--- src/rtl/fci_pkg.sv ---
// Shared types for the flash command interface.
// Assumes: command codes arrive on an 8-bit field.
package fci_pkg;
    typedef enum logic [2:0] {
        S_IDLE, S_MSET, S_OSET, S_MRUN, S_ORUN, S_MSUS
    } fci_state_e;

    typedef enum logic [3:0] {
        C_NONE, C_RDARR, C_RDSTAT, C_CLR, C_MSETUP, C_OSETUP,
        C_D0, C_OCONF, C_SUSP
    } fci_cmd_e;
endpackage

--- src/rtl/fci_decode.sv ---
// Classifies a command byte into a command kind.
// Assumes: purely combinational; unknown codes map to C_NONE.
module fci_decode
    import fci_pkg::*;
#(
    parameter int DATA_W = 8
) (
    input  logic [DATA_W-1:0] code,
    output fci_cmd_e          cmd
);
    // Map each supported code byte to its command kind.
    always_comb begin
        case (code)
            8'hFF:   cmd = C_RDARR;
            8'h70:   cmd = C_RDSTAT;
            8'h50:   cmd = C_CLR;
            8'h20:   cmd = C_MSETUP;
            8'h02:   cmd = C_OSETUP;
            8'hD0:   cmd = C_D0;
            8'h0D:   cmd = C_OCONF;
            8'hB0:   cmd = C_SUSP;
            default: cmd = C_NONE;
        endcase
    end
endmodule

--- src/rtl/fci_seq.sv ---
// Erase command sequencer: setup/confirm checking, busy, suspend and abort.
// Assumes: one write per cycle; erase_done is a single-cycle pulse.
// Priority while running: supply loss, then done, then a write.
module fci_seq
    import fci_pkg::*;
#(
    parameter int ADDR_W = 18,
    parameter int BLK_W  = 5
) (
    input  logic              clk,
    input  logic              rst_n,
    input  logic              wr_en,
    input  fci_cmd_e          cmd,
    input  logic [ADDR_W-1:0] wr_addr,
    input  logic              supply_ok,
    input  logic              erase_done,
    input  logic              erase_fail,
    output fci_state_e        state,
    output logic              rd_status,
    output logic              erase_start,
    output logic [BLK_W-1:0]  erase_blk,
    output logic              erase_ovl,
    output logic              erase_abort,
    output logic              ev_set54,
    output logic              ev_set5,
    output logic              ev_set3,
    output logic              ev_clr
);
    fci_state_e       state_n;
    logic             rd_n, start_n, ovl_n, abort_n;
    logic [BLK_W-1:0] blk_n;
    logic             addr_zero, in_ovl;
    logic [BLK_W-1:0] tgt_blk;

    assign addr_zero = (wr_addr == '0);
    assign tgt_blk   = wr_addr[ADDR_W-1 -: BLK_W];
    assign in_ovl    = (tgt_blk == '0);

    // Next-state, output and status-event decision for the current write.
    always_comb begin
        state_n  = state;
        rd_n     = rd_status;
        start_n  = 1'b0;
        blk_n    = erase_blk;
        ovl_n    = erase_ovl;
        abort_n  = 1'b0;
        ev_set54 = 1'b0;
        ev_set5  = 1'b0;
        ev_set3  = 1'b0;
        ev_clr   = 1'b0;
        case (state)
            S_IDLE: if (wr_en) begin
                case (cmd)
                    C_RDARR:  rd_n = 1'b0;
                    C_RDSTAT: rd_n = 1'b1;
                    C_CLR:    ev_clr = 1'b1;
                    C_MSETUP: if (addr_zero) begin state_n = S_MSET; rd_n = 1'b1; end
                    C_OSETUP: if (addr_zero) begin state_n = S_OSET; rd_n = 1'b1; end
                    default:  ;
                endcase
            end
            S_MSET: if (wr_en) begin
                state_n = S_IDLE;
                if (cmd != C_D0)     ev_set54 = 1'b1;
                else if (!supply_ok) ev_set3  = 1'b1;
                else begin
                    state_n = S_MRUN;
                    start_n = 1'b1;
                    blk_n   = tgt_blk;
                    ovl_n   = 1'b0;
                end
            end
            S_OSET: if (wr_en) begin
                state_n = S_IDLE;
                if (cmd != C_OCONF || !in_ovl) ev_set5 = 1'b1;
                else if (!supply_ok)           ev_set3 = 1'b1;
                else begin
                    state_n = S_ORUN;
                    start_n = 1'b1;
                    blk_n   = '0;
                    ovl_n   = 1'b1;
                end
            end
            S_MRUN, S_ORUN: begin
                if (!supply_ok) begin
                    ev_set3 = 1'b1;
                    abort_n = 1'b1;
                    state_n = S_IDLE;
                end else if (erase_done) begin
                    ev_set5 = erase_fail;
                    state_n = S_IDLE;
                end else if (wr_en && cmd == C_SUSP && state == S_MRUN) begin
                    state_n = S_MSUS;
                end
            end
            S_MSUS: if (wr_en) begin
                case (cmd)
                    C_D0:     begin state_n = S_MRUN; rd_n = 1'b1; end
                    C_RDARR:  rd_n = 1'b0;
                    C_RDSTAT: rd_n = 1'b1;
                    C_CLR:    ev_clr = 1'b1;
                    default:  ;
                endcase
            end
            default: state_n = S_IDLE;
        endcase
    end

    // Register the sequencer state and array-side outputs.
    always_ff @(posedge clk) begin
        if (!rst_n) begin
            state       <= S_IDLE;
            rd_status   <= 1'b0;
            erase_start <= 1'b0;
            erase_blk   <= '0;
            erase_ovl   <= 1'b0;
            erase_abort <= 1'b0;
        end else begin
            state       <= state_n;
            rd_status   <= rd_n;
            erase_start <= start_n;
            erase_blk   <= blk_n;
            erase_ovl   <= ovl_n;
            erase_abort <= abort_n;
        end
    end

    // the start request lasts exactly one cycle.
    a_r1_start_pulse: assert property (@(posedge clk) disable iff (!rst_n)
        erase_start |=> !erase_start);
    // the abort request lasts one cycle and leaves the sequencer idle.
    a_r7_abort_idle: assert property (@(posedge clk) disable iff (!rst_n)
        erase_abort |-> (state == S_IDLE));
endmodule

--- src/rtl/fci_status.sv ---
// Status byte: sticky error flags plus live ready/suspend/overlay bits.
// Assumes: set and clear events never arrive in the same cycle.
module fci_status #(
    parameter int SR_W = 8
) (
    input  logic            clk,
    input  logic            rst_n,
    input  logic            ev_set54,
    input  logic            ev_set5,
    input  logic            ev_set3,
    input  logic            ev_clr,
    input  logic            busy,
    input  logic            susp,
    input  logic            overlay_en,
    input  logic            supply_ok,
    output logic [SR_W-1:0] status
);
    logic err5, err4, err3;

    // Hold the sticky error flags until a clear event.
    always_ff @(posedge clk) begin
        if (!rst_n || ev_clr) begin
            err5 <= 1'b0;
            err4 <= 1'b0;
            err3 <= 1'b0;
        end else begin
            err5 <= err5 | ev_set54 | ev_set5;
            err4 <= err4 | ev_set54;
            err3 <= err3 | ev_set3;
        end
    end

    // Assemble the status byte from flags and live conditions.
    always_comb begin
        status    = '0;
        status[7] = !busy;
        status[6] = susp;
        status[5] = err5 | susp;
        status[4] = err4;
        status[3] = err3;
        status[1] = overlay_en;
        status[0] = overlay_en & supply_ok;
    end

    // a set supply flag persists unless cleared.
    a_r8_err3_sticky: assert property (@(posedge clk) disable iff (!rst_n)
        (err3 && !ev_clr) |=> err3);
    // the erase-error flag persists unless cleared.
    a_r8_err5_sticky: assert property (@(posedge clk) disable iff (!rst_n)
        (err5 && !ev_clr) |=> err5);
endmodule

--- src/rtl/flash_cmd_if.sv ---
// Flash command interface top: decoder, erase sequencer and status byte.
// Assumes: a behavioural array answers erase_start with one erase_done pulse.
module flash_cmd_if
    import fci_pkg::*;
#(
    parameter int ADDR_W = 18,
    parameter int DATA_W = 8,
    parameter int BLK_W  = 5,
    parameter int SR_W   = 8
) (
    input  logic              clk,
    input  logic              rst_n,
    input  logic              wr_en,
    input  logic [ADDR_W-1:0] wr_addr,
    input  logic [DATA_W-1:0] wr_data,
    input  logic              supply_ok,
    input  logic              overlay_en,
    input  logic              erase_done,
    input  logic              erase_fail,
    output logic              erase_start,
    output logic [BLK_W-1:0]  erase_blk,
    output logic              erase_ovl,
    output logic              erase_hold,
    output logic              erase_abort,
    output logic              rd_status,
    output logic [SR_W-1:0]   status
);
    fci_cmd_e   cmd;
    fci_state_e state;
    logic       ev_set54, ev_set5, ev_set3, ev_clr, busy, susp;

    fci_decode #(.DATA_W(DATA_W)) u_dec (.code(wr_data), .cmd(cmd));

    fci_seq #(.ADDR_W(ADDR_W), .BLK_W(BLK_W)) u_seq (
        .clk(clk), .rst_n(rst_n), .wr_en(wr_en), .cmd(cmd), .wr_addr(wr_addr),
        .supply_ok(supply_ok), .erase_done(erase_done), .erase_fail(erase_fail),
        .state(state), .rd_status(rd_status), .erase_start(erase_start),
        .erase_blk(erase_blk), .erase_ovl(erase_ovl), .erase_abort(erase_abort),
        .ev_set54(ev_set54), .ev_set5(ev_set5), .ev_set3(ev_set3), .ev_clr(ev_clr)
    );

    assign busy       = (state == S_MRUN) || (state == S_ORUN);
    assign susp       = (state == S_MSUS);
    assign erase_hold = susp;

    fci_status #(.SR_W(SR_W)) u_sr (
        .clk(clk), .rst_n(rst_n), .ev_set54(ev_set54), .ev_set5(ev_set5),
        .ev_set3(ev_set3), .ev_clr(ev_clr), .busy(busy), .susp(susp),
        .overlay_en(overlay_en), .supply_ok(supply_ok), .status(status)
    );

    // a start is only issued while the status byte reports busy.
    a_r1_start_busy: assert property (@(posedge clk) disable iff (!rst_n)
        erase_start |-> !status[7]);
    // an abort is always accompanied by the supply flag.
    a_r7_abort_flag: assert property (@(posedge clk) disable iff (!rst_n)
        erase_abort |-> status[3]);
    // whenever busy, reads return the status byte.
    a_r10_busy_reads_status: assert property (@(posedge clk) disable iff (!rst_n)
        !status[7] |-> rd_status);
    // hold is raised only together with the suspend flag.
    a_r6_hold_susp: assert property (@(posedge clk) disable iff (!rst_n)
        erase_hold |-> (status[6] && status[7]));
endmodule

--- config.mk ---
export PLATFORM = sky130hd
export DESIGN_NAME = flash_cmd_if
export DESIGN_NICKNAME = d
export VERILOG_FILES = /design/src/rtl/fci_pkg.sv /design/src/rtl/fci_decode.sv /design/src/rtl/fci_seq.sv /design/src/rtl/fci_status.sv /design/src/rtl/flash_cmd_if.sv
export SDC_FILE = /design/constraint.sdc
export NUM_CORES = 1
export LEC_CHECK = 0
export BUFFER_PORTS_ARGS = -buffer_cell sky130_fd_sc_hd__buf_4
export CORE_ASPECT_RATIO = 1.25
export CORE_MARGIN = 10
export CORE_UTILIZATION = 44
export CTS_BUF_LIST = sky130_fd_sc_hd__clkbuf_4 sky130_fd_sc_hd__clkbuf_8
export CTS_CLUSTER_SIZE = 10
export DETAILED_ROUTE_END_ITERATION = 16
export PLACE_DENSITY = 0.77
export SLEW_MARGIN = 20
export SYNTH_ARGS = -nofsm -noshare
export SYNTH_HDL_FRONTEND = slang
export SYNTH_HIERARCHICAL = 1
export SYNTH_SLANG_ARGS = --single-unit
--- constraint.sdc ---
create_clock -name clk -period 1.77 [get_ports clk]
set_input_delay 0 -clock clk [delete_from_list [all_inputs] [get_ports clk]]
set_output_delay 0 -clock clk [all_outputs]
set_load 0.03 [all_outputs]
# After elaboration in Yosys (flattened, before gate mapping)

Index checks and enable logic that the tools add are counted.

Equal/unequal tests: 38
Reductions and logical operators: 21
Mux-type cells: 60
Bitwise logic cells: 6

Operators by type and width:

| cell                 | number |
|---|---|
| $mux W3              | 13 |
| $pmux W4 S8          | 1 |
| $mux W5              | 6 |
| $mux W1              | 29 |
| $eq A8 B8 Y1 const B | 3 |
| $logic_not A18 Y1    | 1 |
| $ne A2 B2 Y1 const B | 9 |
| $eq A8 B7 Y1 const B | 2 |
| $pmux W3 S5          | 1 |
| $eq A4 B3 Y1 const B | 3 |
| $ne A4 B3 Y1 const B | 3 |
| $pmux W1 S2          | 5 |
| $pmux W5 S2          | 1 |
| $ne A3 B2 Y1 const B | 3 |
| $reduce_and A9 Y1    | 1 |
| $eq A4 B2 Y1 const B | 2 |
| $eq A8 B2 Y1 const B | 1 |
| $eq A8 B4 Y1 const B | 1 |
| $eq A8 B6 Y1 const B | 1 |
| $reduce_or A2 Y1     | 4 |
| $reduce_and A7 Y1    | 1 |
| $eq A3 B2 Y1 const B | 2 |
| $eq A3 B3 Y1 const B | 2 |
| $ne A3 B3 Y1 const B | 2 |
| 17 further kinds     | 28 |

Output and inout port bits: 18
Input port bits: 33
Flip-flop bits (word level): 15
Logic and storage cells: 134

# Longest topological paths before layout

Depth in word-level cells: 9
Depth in mapped cells: 10

# Modules after synthesis

Netlist, hierarchy kept.

Modules (own cells, without submodules):

| module       | times used | area an instance (sq um) | sequential area each (sq um) | cells each |
|---|---|---|---|---|
| fci_seq      | 1          | 855.8                    | 240.2                        | 115 |
| fci_decode   | 1          | 157.7                    | 0.0                          | 22 |
| fci_status   | 1          | 155.1                    | 60.1                         | 19 |
| flash_cmd_if | 1          | 37.5                     | 0.0                          | 5 |

# Worst setup path before layout

No wires, ideal clock.

Kind: input -> register
Start point: input wr_data[0]
End point: register u_seq.state[1]
Slack: 0.022 ns
Buffers on the path: 0
Data required time: 1.652 ns
Stages: 8
Arrival: 1.629 ns
Cell sequence: nor3_4 > a21boi_1 > o211ai_1 > nor3b_1 > nor3_1 > nor3_1 > nand3_2 > mux2i_1

Cells in the longest elaborated chain, start to end: 7

Ends and longest elaborated chain:

| what                                                              | RTL line                     | source |
|---|---|---|
| start: declaration                                                | flash_cmd_if.sv:15           | `input logic [DATA_W-1:0] wr_data,` |
| $eq A8 B8 Y1 (tied with other cells)                              | fci_decode.sv:13             | `case (code)` |
| $pmux W4 S8 *                                                     | fci_decode.sv:13             |  |
| via cmd[2]                                                        | flash_cmd_if.sv:28           | `fci_cmd_e cmd;` |
| $eq A4 B4 Y1 or $ne A4 B3 Y1 (tied branches)                      | fci_seq.sv:92, fci_seq.sv:75 |  |
| $logic_and A1 B1 Y1 or $logic_or A1 B1 Y1 (tied branches)         | fci_seq.sv:92, fci_seq.sv:75 |  |
| $logic_and A1 B1 Y1 or $mux W3 (tied branches)                    | fci_seq.sv:92, fci_seq.sv:75 |  |
| $ne A4 B3 Y1 (no source line) or $mux W3 (tied branches)          | n/a                          |  |
| $reduce_and A9 Y1 (no source line) or $pmux W3 S5 (tied branches) | n/a                          |  |
| end signal: assignment                                            | fci_seq.sv:119               | `state <= state_n;` |
| end: declaration                                                  | fci_seq.sv:18                | `output fci_state_e state,` |

Mark *: on every way through the listed nets, which the timed path passes. The rest lies on a longest branch. The select of a mux whose other input is x is not followed.
A chain may end at the register's enable or synchronous reset.

# Final worst setup path

Start point: input wr_addr[17]
End point: register u_seq.erase_blk[4]

Cells in the longest elaborated chain, start to end: 5

Ends and longest elaborated chain:

| what                               | RTL line           | source |
|---|---|---|
| start: declaration                 | flash_cmd_if.sv:14 | `input logic [ADDR_W-1:0] wr_addr,` |
| $logic_not A5 Y1                   | fci_seq.sv:37      | `assign in_ovl = (tgt_blk == '0);` |
| $logic_not A1 Y1                   | fci_seq.sv:75      | `if (cmd != C_OCONF \|\| !in_ovl) ev_set5 = 1'b1;` |
| $logic_or A1 B1 Y1                 | fci_seq.sv:75      |  |
| $ne A2 B2 Y1 (no source line)      | n/a                |  |
| $reduce_and A7 Y1 (no source line) | n/a                |  |
| end signal: assignment             | fci_seq.sv:122     | `erase_blk <= blk_n;` |
| end: declaration                   | fci_seq.sv:21      | `output logic [BLK_W-1:0] erase_blk,` |

Several ways; a longest one is shown, not always the timed one. The select of a mux whose other input is x is not followed.

==> impl_metrics.yaml <==
worst_hold_path:
  holdPathStages: 3
  min_to: "u_seq/erase_ovl$_SDFFE_PN0P_"
  min_path_type: "input port to flip-flop"
  hold_start: "rst_n"
layout:
  final_core_util: 0.683
  final_cell_mix: "buf_4, nand2_1, nor2_1, dfxtp_1, nor3_1"
  areaGrowthSynthToFinish_pct: 50.3
  drive_above_1_share: 0.395
  nets: 262
  final_common_cell: "buf_4"
  layout.cells.non_filler: 262
  stdcell_area_mm2: 0.00181
  antenna_cells: 0
power_and_ir_drop:
  powerDensity_mw_per_mm2: 392
  total_power_mw: 0.710
  vdd_drop_max_v: 0.000427
  leakagePower_nw: 0.808
job:
  maxCapViolCount: 0
synth:
  synthesis.nets: 194
  ys_ff_latch: 15
  synthDominantCellAreaShare: 0.249
  netlist_top_cells_area: "dfxtp_1, nand2_1, nor2_1"
  synth_area_mm2: 0.00121
  syn_avg_cell_area_um2: 7.49
  synth_cells: 161
  synth_edf_count: 0
  yosys_warnings: 6
  async_flop_share: 0
  yosysSeqAreaShare: 0.249
  netlist.top_cell.by_area: "dfxtp_1"
  synth.distinct_cells: 49
  synth-main-ff-cell: "dfxtp_1"
worst_setup_path:
  required_ns: 1.94
  crit_arrival_ns: 1.89
  r2r-end: "u_seq/erase_blk[4]$_SDFFE_PN0P_"
  rrSetupSlack_ns: 0.10
  r2r-start: "u_seq/state[1]$_SDFFE_PN0P_"
  crit_type: "input port to flip-flop"
  cp-start-kind: "input port"
  rr_worst_depth: 4
  critPathCaptureType: "flip-flop"
  crit_path_max_fanout: 6
timing:
  rsz0062_at_grt: "yes"
  finalSetupViolCount: 0
  tns_ns: 0
  worst_clock_skew_ns: 0.00342
  finalHoldViolations: 0
  final.period_utilization: 0.972
  clock.fmax_mhz: 581
  slew_violations: 0
  period_needed_ns: 1.72
routing:
  wl_um: 3680
  drc: 0
  initialDrtViolationCount: 39
  met2_wirelength_um: 1960
  wl_per_cell_um: 14.0
  route.vias.total: 1388
  first_pass_iters: 4
  highest-signal-layer: "met3"
  avgViaCountPerCell: 5.30
  met3_length_um: 288
  wl_met1_um: 1430
  ant_nets: 0
floorplan:
  die_w_um: 66.8
  start_util: 0.455
  die_h_um: 78.5
  io_pins: 51
  core_area_mm2: 0.00265
  rows: 21
  fp.dieArea_mm2: 0.00525
place:
  postPlaceCellArea_mm2: 0.00170
  dp.cells: 251
  gp_congestion: 0.922
  place_hpwl_um: 2860
  numPortBuffers: 49
clock_network:
  cts_max_path_buffers: 2
  clock_sinks: 15
  clk_latency_ns: 0.28
  clk_pin_slew_ns: 0.08
  htree_levels: 1
  clockRootBuffer: "clkbuf_4"
  cts_made_buffers: 3
  cts_tree: "yes"
global_route:
  grt_overflow: 0
  grt_pass1_vias: 1371
  antenna_found_initial: 0
  grt_usage: 0.131
  grt_pass1_wl_um: 5750
  grt_max_degree: 22
run_status:
  outcome: "complete, no violations"
[layout make-up]
cell class | count | area (µm²)
fill | 223 | 841
timing repair buffer | 76 | 586
sequential | 15 | 300
multi-input combinational | 130 | 843
tap | 34 | 42.5
clock buffer | 4 | 30.0
inverter | 3 | 11.3
[cell families (layout without fill, tap and decap cells)]
kind of cell           after synthesis  count (layout)  share of synthesized area
AO/OA/AOI/OAI                       29              29                      0.183
buffers and inverters               16              83                     0.0674
flip-flops                          15              15                      0.249
multiplexers                         4               4                     0.0332
other                                1               1                    0.00311
AND/OR/NAND/NOR                     96              96                      0.465
[sequential cells by signal (all words and copies together) (netlist names)]
register,count
u_seq/erase_start,1
u_seq/rd_status,1
u_seq/state,3
u_sr/err5,1
u_seq/erase_blk,5
u_seq/erase_abort,1
u_seq/erase_ovl,1
u_sr/err4,1
u_sr/err3,1
[per-stage QoR]
stage                     setup slack [ns]  hold slack, ns
after floorplan                     0.0224           0.132
after global placement              -0.153           0.226
after detailed placement            -0.258           0.230
after CTS                           0.0574          0.0390
after global routing               -0.0462          0.0548
final                               0.0495          0.0605
[critical path, cell delays in order]
cell           delay [ns]
dlygate4sd3_1        0.53
buf_4                0.13
or4_4                0.44
nor4_4               0.37
o211a_1              0.32
o22ai_1              0.09
[where the power goes]
| part | total [mW] | internal, mW | leakage (nW) | switching, mW |
|---|---|---|---|---|
| Sequential | 0.339 | 0.338 | 0.121 | 0.000488 |
| Combinational | 0.160 | 0.0879 | 0.669 | 0.0724 |
| Clock | 0.211 | 0.103 | 0.0184 | 0.108 |
[layer usage]
layer,up-vias,GRT usage
li1,709,-
met3,0,0.0497
met1,641,0.132
met4,0,0.0399
met2,38,0.237
met5,-,0
[cell usage after synthesis, types with 2 or more instances]
library cell  instances
mux2i_1               4
nor3_1                7
dfxtp_1              15
nor3b_1               5
inv_1                 3
buf_2                 2
nor2b_1               4
nor4b_1               3
nand4b_1              3
nand2_1              24
clkbuf_1              6
o21ai_0               6
o211ai_2              2
o22ai_1               6
buf_4                 5
nor2_1               18
nand3_1               5
nand2b_1              2
nand2b_4              2
nor4_1                2
a21oi_1               3
and3b_1               2
nand4_1               3
and2_1                4
[how the worst max path moves through the flow]
| stage | slack (ns) | from | endpoint | cells after the start |
|---|---|---|---|---|
| 2_1_floorplan | 0.02 | wr_data[0] | u_seq/state[1]$_SDFFE_PN0P_ | 8 |
| 4_1_cts | 0.06 | u_seq/state[1]$_SDFFE_PN0P_ | u_seq/erase_blk[3]$_SDFFE_PN0P_ | 4 |
| 3_5_place_dp | -0.26 | wr_data[0] | u_seq/erase_blk[4]$_SDFFE_PN0P_ | 8 |
| 5_1_grt | -0.05 | wr_data[0] | u_sr/err3$_SDFF_PP0_ | 11 |
| 3_3_place_gp | -0.15 | wr_data[0] | u_seq/erase_blk[3]$_SDFFE_PN0P_ | 8 |
| 6_report | 0.05 | wr_addr[17] | u_seq/erase_blk[4]$_SDFFE_PN0P_ | 6 |
[what timing repair did]
item,4_1_cts,5_1_grt
setup endpoints to repair,0,11
hold endpoints to repair,6,0
hold buffers,6,0
buffers inserted,0,1
gates resized for setup,0,3
Note: power is estimated with default switching activity, not from simulation.
